### config.mk
export PLATFORM = sky130hd
export DESIGN_NAME = avg_adc_seq
export DESIGN_NICKNAME = d
export VERILOG_FILES = /design/src/rtl/avg_adc_pkg.sv /design/src/rtl/avg_settle_timer.sv /design/src/rtl/avg_accum.sv /design/src/rtl/avg_result_bank.sv /design/src/rtl/avg_adc_seq.sv
export SDC_FILE = /design/constraint.sdc
export NUM_CORES = 1
export LEC_CHECK = 0
export BUFFER_PORTS_ARGS = -buffer_cell sky130_fd_sc_hd__buf_2
export CAP_MARGIN = 20
export CORE_UTILIZATION = 40
export DETAILED_ROUTE_END_ITERATION = 10
export GPL_ROUTABILITY_DRIVEN = 0
export PLACE_DENSITY = 0.66
export REMOVE_ABC_BUFFERS = 1
export SYNTH_ARGS = -nofsm -noshare
export SYNTH_HDL_FRONTEND = slang
export SYNTH_SLANG_ARGS = --single-unit
### constraint.sdc
create_clock -name clk -period 2.7 [get_ports clk]
set_input_delay 0.135 -clock clk [delete_from_list [all_inputs] [get_ports clk]]
set_output_delay 0.135 -clock clk [all_outputs]
set_load 0.005 [all_outputs]
### src/rtl/avg_adc_pkg.sv
package avg_adc_pkg;
    typedef enum logic [2:0] {
        ST_IDLE,
        ST_SETTLE,
        ST_START,
        ST_WAIT,
        ST_STORE,
        ST_DONE
    } seq_state_t;
endpackage

### src/rtl/avg_settle_timer.sv
module avg_settle_timer #(
    parameter int LIMIT = 40
) (
    input  logic clk,
    input  logic rst_n,
    input  logic run,
    output logic expired
);
    localparam int CW = (LIMIT > 1) ? $clog2(LIMIT) : 1;
    localparam logic [CW-1:0] LAST = CW'(LIMIT - 1);

    logic [CW-1:0] cnt_q;

    always_ff @(posedge clk) begin
        if (!rst_n)
            cnt_q <= '0;
        else if (!run)
            cnt_q <= '0;
        else if (!expired)
            cnt_q <= cnt_q + 1'b1;
    end

    assign expired = run && (cnt_q == LAST);

    // the count never runs past the settle window
    p_settle_cap_r2: assert property (@(posedge clk) disable iff (!rst_n)
        cnt_q <= LAST);
endmodule

### src/rtl/avg_accum.sv
module avg_accum #(
    parameter int DATA_W   = 16,
    parameter int AVG_LOG2 = 3
) (
    input  logic              clk,
    input  logic              rst_n,
    input  logic              add_en,
    input  logic              first,
    input  logic [DATA_W-1:0] din,
    output logic [DATA_W-1:0] avg
);
    localparam int ACC_W = DATA_W + AVG_LOG2;

    logic [ACC_W-1:0] acc_q;
    logic [ACC_W:0]   wide_sum;

    assign wide_sum = {1'b0, acc_q} + (ACC_W + 1)'(din);

    always_ff @(posedge clk) begin
        if (!rst_n)
            acc_q <= '0;
        else if (add_en)
            acc_q <= first ? ACC_W'(din) : wide_sum[ACC_W-1:0];
    end

    assign avg = acc_q[ACC_W-1:AVG_LOG2];

    // a burst never carries out of the accumulator
    p_no_overflow_r3: assert property (@(posedge clk) disable iff (!rst_n)
        (add_en && !first) |-> !wide_sum[ACC_W]);
endmodule

### src/rtl/avg_result_bank.sv
module avg_result_bank #(
    parameter int NUM_CH = 16,
    parameter int DATA_W = 16
) (
    input  logic                      clk,
    input  logic                      rst_n,
    input  logic                      wr_en,
    input  logic [$clog2(NUM_CH)-1:0] wr_sel,
    input  logic [DATA_W-1:0]         wr_data,
    input  logic [$clog2(NUM_CH)-1:0] rd_sel,
    output logic [DATA_W-1:0]         rd_data
);
    logic [NUM_CH-1:0][DATA_W-1:0] regs_q;

    for (genvar g = 0; g < NUM_CH; g++) begin : g_slot
        always_ff @(posedge clk) begin
            if (!rst_n)
                regs_q[g] <= '0;
            else if (wr_en && (wr_sel == g))
                regs_q[g] <= wr_data;
        end
    end

    assign rd_data = regs_q[rd_sel];
endmodule

### src/rtl/avg_adc_seq.sv
module avg_adc_seq
    import avg_adc_pkg::*;
#(
    parameter int NUM_CH     = 16,
    parameter int DATA_W     = 16,
    parameter int AVG_LOG2   = 3,
    parameter int SETTLE_CYC = 40
) (
    input  logic                      clk,
    input  logic                      rst_n,
    input  logic                      trig,
    output logic                      meas_sw,
    output logic                      adc_start,
    input  logic                      adc_busy,
    input  logic [DATA_W-1:0]         adc_data,
    output logic                      done,
    input  logic [$clog2(NUM_CH)-1:0] rd_sel,
    output logic [DATA_W-1:0]         rd_data
);
    localparam int CH_W = $clog2(NUM_CH);
    localparam logic [CH_W-1:0]     LAST_CH   = CH_W'(NUM_CH - 1);
    localparam logic [AVG_LOG2-1:0] LAST_SAMP = '1;

    seq_state_t state_q, state_d;
    logic [CH_W-1:0]     ch_q;
    logic [AVG_LOG2-1:0] samp_q;
    logic settle_run, settle_done, capture, store;
    logic [DATA_W-1:0] avg;

    assign settle_run = (state_q == ST_SETTLE);
    assign capture    = (state_q == ST_WAIT) && !adc_busy;
    assign store      = (state_q == ST_STORE);

    // state register
    always_ff @(posedge clk) begin
        if (!rst_n)
            state_q <= ST_IDLE;
        else
            state_q <= state_d;
    end

    // next state
    always_comb begin
        state_d = state_q;
        unique case (state_q)
            ST_IDLE:   if (trig) state_d = ST_SETTLE;
            ST_SETTLE: if (settle_done) state_d = ST_START;
            ST_START:  state_d = ST_WAIT;
            ST_WAIT:   if (!adc_busy) state_d = (samp_q == LAST_SAMP) ? ST_STORE : ST_START;
            ST_STORE:  state_d = (ch_q == LAST_CH) ? ST_DONE : ST_START;
            ST_DONE:   state_d = ST_IDLE;
            default:   state_d = ST_IDLE;
        endcase
    end

    // outputs
    always_comb begin
        meas_sw   = 1'b0;
        adc_start = 1'b0;
        done      = 1'b0;
        unique case (state_q)
            ST_SETTLE, ST_WAIT, ST_STORE: meas_sw = 1'b1;
            ST_START: begin
                meas_sw   = 1'b1;
                adc_start = 1'b1;
            end
            ST_DONE:  done = 1'b1;
            default:  ;
        endcase
    end

    // channel and sample counters
    always_ff @(posedge clk) begin
        if (!rst_n) begin
            ch_q   <= '0;
            samp_q <= '0;
        end else if (state_q == ST_IDLE && trig) begin
            ch_q   <= '0;
            samp_q <= '0;
        end else begin
            if (capture)
                samp_q <= samp_q + 1'b1;
            if (store)
                ch_q <= (ch_q == LAST_CH) ? '0 : ch_q + 1'b1;
        end
    end

    avg_settle_timer #(.LIMIT(SETTLE_CYC)) u_timer (
        .clk     (clk),
        .rst_n   (rst_n),
        .run     (settle_run),
        .expired (settle_done)
    );

    avg_accum #(.DATA_W(DATA_W), .AVG_LOG2(AVG_LOG2)) u_acc (
        .clk    (clk),
        .rst_n  (rst_n),
        .add_en (capture),
        .first  (samp_q == '0),
        .din    (adc_data),
        .avg    (avg)
    );

    avg_result_bank #(.NUM_CH(NUM_CH), .DATA_W(DATA_W)) u_bank (
        .clk     (clk),
        .rst_n   (rst_n),
        .wr_en   (store),
        .wr_sel  (ch_q),
        .wr_data (avg),
        .rd_sel  (rd_sel),
        .rd_data (rd_data)
    );

    // conversion request lasts one cycle
    p_start_pulse_r4: assert property (@(posedge clk) disable iff (!rst_n)
        adc_start |=> !adc_start);
    // input assumption, the ADC reports busy right after a request
    p_busy_follows_r4: assert property (@(posedge clk) disable iff (!rst_n)
        adc_start |=> adc_busy);
    // no conversion without the fixture switched to measurement
    p_start_switched_r2: assert property (@(posedge clk) disable iff (!rst_n)
        adc_start |-> meas_sw);
    // done is a single-cycle pulse
    p_done_pulse_r6: assert property (@(posedge clk) disable iff (!rst_n)
        done |=> !done);
    // a trigger mid-sweep does not break the sweep
    p_trig_ignored_r7: assert property (@(posedge clk) disable iff (!rst_n)
        (meas_sw && trig) |=> (meas_sw || done));
endmodule

# Yosys cells after proc, flatten, opt, wreduce, memory -nomap -nowiden
# Cells that the tools add are included.
[totals]
elab_cells = 92
ff_bits = 291
rom_bits = 0
memories = 0
mem_bits_rw = 0
latch_bits = 0
in_bits = 24
[classes]
eq_ne = 25
n_shift = 0
n_div = 0
addsub = 4
n_bitwise = 1
n_reduce_logical = 27
magnitude_cmp = 1
n_mul = 0
muxes = 13
[ops]
columns = ["operator", "n"]
rows = [
  ["16-bit binary-select mux with 4-bit select", 1],
  ["4-bit equality test (second input constant)", 8],
  ["19-bit by 16-bit adder with 19-bit output", 1],
  ["1-bit logical AND", 19],
  ["19-bit two-way mux", 1],
  ["4-bit by 3-bit equality test with 1-bit output (second input constant)", 4],
  ["16-bit two-way mux", 1],
  ["3-bit two-way mux", 5],
  ["3-bit one-hot mux with 5 select lines", 1],
  ["3-bit equality test (second input constant)", 3],
  ["4-bit by 2-bit equality test with 1-bit output (second input constant)", 2],
  ["6-bit by 1-bit adder with 6-bit output (second input constant)", 1],
  ["3-bit by 2-bit equality test with 1-bit output (second input constant)", 2],
  ["6-bit equality test (second input constant)", 1],
  ["3-bit logical NOT", 2],
  ["2-bit inequality test (second input constant)", 3],
  ["4-bit by 5-bit less-than comparator with 1-bit output (second input constant)", 1],
  ["4-bit by 1-bit adder with 4-bit output (second input constant)", 1],
  ["4-bit by 1-bit equality test with 1-bit output (second input constant)", 1],
  ["4-bit logical NOT", 1],
  ["4-bit two-way mux", 1],
  ["4-bit OR reduction", 1],
  ["3-bit by 1-bit adder with 3-bit output (second input constant)", 1],
  ["3-bit by 1-bit equality test with 1-bit output (second input constant)", 1],
  ["6 further kinds", 8],
]

# Longest topological paths before layout
[depth]
depth_word = 4
ltp_mapped = 10

# By module
# From an unflattened synthesis, not the netlist that was laid out.
[hier_totals]
cells_unflattened = 1687
area_unflattened_um2 = 15058.2
[by_module_without_submodules]
columns = ["mod", "cells_per_inst", "instances", "area_each_um2", "seq_area_each_um2"]
rows = [
  ["avg_result_bank", 1347, 1, 12421.9, 5124.9],
  ["avg_accum", 234, 1, 1767.9, 380.4],
  ["avg_adc_seq", 76, 1, 596.8, 200.2],
  ["avg_settle_timer", 30, 1, 271.5, 120.1],
]

# Worst setup path before layout
# OpenSTA, ideal clock, no wires.
[synth_timing]
path_type = "reg2reg"
from = "reg u_acc.acc_q[0]"
to = "reg u_acc.acc_q[14]"
path_stages_with_launch = 11
n_path_buf = 0
setup_ps = 101
slack_ps = 568
arrival_ps = 2031
synth_period_minus_slack_ps = 2132
path_cell_list = "dfxtp_1 ha_1 inv_1 fa_1 nor2b_1 o31ai_1 a21o_1 o21ai_0 a21oi_1 xor2_1 o41ai_1"
[synth_via]
elab_chain_cells = 2
[synth_lines]
columns = ["element", "line_no", "text"]
rows = [
  ["start, declared", "avg_accum.sv:14", "logic [ACC_W-1:0] acc_q;"],
  ["start signal, assigned", "avg_accum.sv:23", "acc_q <= first ? ACC_W'(din) : wide_sum[ACC_W-1:0];"],
  ["19-bit by 16-bit adder with 19-bit output", "avg_accum.sv:17", "assign wide_sum = {1'b0, acc_q} + (ACC_W + 1)'(din);"],
  ["19-bit two-way mux", "avg_accum.sv:23", ""],
]
# Every way passes these cells.
# A chain may end at the register's enable or synchronous reset.

# Final worst setup path
[layout_timing]
from = "reg u_acc.acc_q[9]"
to = "reg u_acc.acc_q[11]"
# Same word-level chain as after synthesis.

==> flow_summary.ini <==
[final_layout]
multiInputGateArea_um2 = 6878
area_delta_synth_final_pct = 15.54
final_cell_mix = nand2_1, dfxtp_1, a21oi_1
regArea_um2 = 5826
fin_cells = 2073
fill_cells = 3178
final_util_pct = 47.09
layout_commonest_cell = nand2_1
num_antenna_cells = 0
nets = 1657
final_layout_size_suffix_gt1_share_pct = 15.21

[sta]
drv_slew = 0
worst_pin_slew_ns = 0.8677
skew_ns = 0.02295
fin_crit_sh_pct = 91.78
final.min_clock_period_ns = 2.478
rsz0062_at_grt = no
finalSetupTns_ns = 0
hold_viol_final = 0
relSlewSlack_pct = 42.15
setup_viol = 0
worst_slack_ns = 0.2221
fmax_ghz = 0.4036

[cts]
htreeDepth = 1
clk_pin_slew_ns = 0.07
cts.sinks = 291
clock_latency_ns = 0.58
numCtsBuffers = 30
cts_tree = built
clk_path_buf_depth = 3
root_buffer = clkbuf_16
post_cts_resized = 0

[critical_path]
cp_slowest_cell = dlygate4sd3_1
crit_type = flip-flop to flip-flop
worstSetupEndpointType = flip-flop
cp_slowest_stage_delay_ns = 0.57
cp-startpoint = u_acc.acc_q[9]
r2r-start = u_acc.acc_q[9]
cp.required_ns = 3.15
crit_fanout = 6
arrival_ns = 2.93
path_cells = ha_1 > and3_1 > nand3_1 > a21oi_1 > nor2_1 > nor3b_1 > o21ai_0 > a31oi_1 > dlygate4sd3_1
crit_path_start_kind = flip-flop

[global_routing]
met2_usage_pct = 36.95
grt_max_degree = 148
met3_usage_pct = 4.219
antenna_found_initial = 0
grt_util_met1_pct = 31.67
grt_pass1_vias = 10901
gr-total-overflow = 0
grt_pass1_wl_mm = 61.13
grt_use_total_pct = 23.12
busiest_layer = met2

[route]
drtIter0Drc = 1299
wl_per_cell_um = 18.63
drtAntennaViolNets = 0
wl_mm = 38.62
first_pass_iters = 7
avgViaCountPerCell = 5.584
vias = 11576
drt_drc_violations_left = 0

[floorplanning]
io_pins = 43
core_area_um2 = 32540
die_h_um = 184.1
initial_utilization_pct = 40.76
die_area_um2 = 33880
die_x_um = 184.1
rows = 66

[placed_design]
portBuffers = 42
place_inst = 1997
place_ws_ns = 0.3623
place_hpwl_mm = 24.70

[synthesis]
synth.top_cell.area_share_pct = 43.93
yosys.area.top_type = dfxtp_1
synth_seq_cells = 291
syn-cell-area_um2 = 13260
synth-seq-area-share_pct = 43.93
ys.warnings.count = 0
ys.flop_type = dfxtp_1
synth-edff-count = 0
synth.avg_cell_area_um2 = 8.430
yosysUniqueCellTypes = 52
async_reset_ff_share_pct = 0
synthTopCellsByArea = dfxtp_1, nand2_1, mux4_2
synthCells = 1573

[power_and_ir_drop]
p_per_area_nw_per_um2 = 585.6
p_leak_nw = 5.178
ir_drop_uv = 516.6
finalPower_mw = 8.972

[worst_hold_path]
hold_path_class = input pin to flip-flop
min_from = adc_busy

[job]
max_cap_viol_count = 0

[status]
outcome = complete, no violations
-- worst paths after layout --
path | endpoint | depth (start not counted) | slack, ns
min | u_acc.acc_q[14] | 4 | 0.14
max reg2reg | u_acc.acc_q[11] | 9 | 0.22
max | u_acc.acc_q[11] | 9 | 0.22
min reg2reg | u_bank.regs_q[129] | 2 | 0.45
-- where the power goes --
group          internal [mW]  total (mW)  leakage (nW)  switching, mW
Combinational          0.204       0.535          2.33          0.331
Sequential              4.31        4.33          2.34         0.0170
Clock                   2.36        4.11         0.501           1.75
Total                   6.87        8.97          5.18           2.10
-- metal layers --
layer,up-vias,part of all wire [%]
met3,75,8.2
li1,5454,-
met1,5590,44
met4,0,2.7
met5,-,0
met2,457,46
-- layout make-up --
type / count / share of cell area [%]
Inverter: 9 / 0.2695
Multi-Input combinational cell: 1146 / 44.89
Tap cell: 442 / 3.610
Clock inverter: 13 / 0.7758
Sequential cell: 291 / 38.02
Clock buffer: 42 / 5.717
Timing Repair Buffer: 130 / 6.713
-- Yosys cell counts (8+ instances only) --
| cell type | number |
|---|---|
| nor2_1 | 48 |
| dfxtp_1 | 291 |
| a31oi_1 | 8 |
| nor3_1 | 8 |
| o21ai_0 | 21 |
| xnor2_1 | 10 |
| buf_2 | 33 |
| ha_1 | 24 |
| inv_1 | 8 |
| nand3_1 | 26 |
| clkbuf_1 | 89 |
| nand2_1 | 547 |
| a21oi_1 | 285 |
| mux4_2 | 80 |
-- what timing repair did --
item,in CTS,in global routing
hold buffers,21,0
hold endpoints to repair,17,0
buffers inserted,0,0
-- sequential cells by signal, summed over array words and instances (netlist names) --
signal and count:
u_timer.cnt_q 6, samp_q 3, u_bank.regs_q 256, u_acc.acc_q 19
state_q 3, ch_q 4
-- critical path, delay by kind of cell, from the launching register on --
kind / cells / cell delay [ns]
and+or+nand+nor: 4 / 0.59
buffers and inverters: 1 / 0.57
AOI/OAI and AO/OA: 3 / 0.51
adders and majority gates: 1 / 0.39
DFF: 1 / 0.32
-- per-stage QoR --
step                hold WS (ns)  cell area, um^2
floorplan                 0.2688            12740
global placement          0.4151            14120
detailed placement        0.4238            14120
CTS                       0.1155            15320
global route              0.1551            15320
finish                    0.1363            15320
-- logic make-up after synthesis --
family,count (synthesis),synth area share [%]
AND/OR/NAND/NOR,672,20.51
AO/OA/AOI/OAI,351,14.15
flip-flops,291,43.93
buffers and inverters,136,4.199
multiplexers,81,13.66
adder cells (fa/ha/maj),25,2.416
XOR/XNOR,17,1.123
Note: power is estimated with default switching activity, not from simulation.
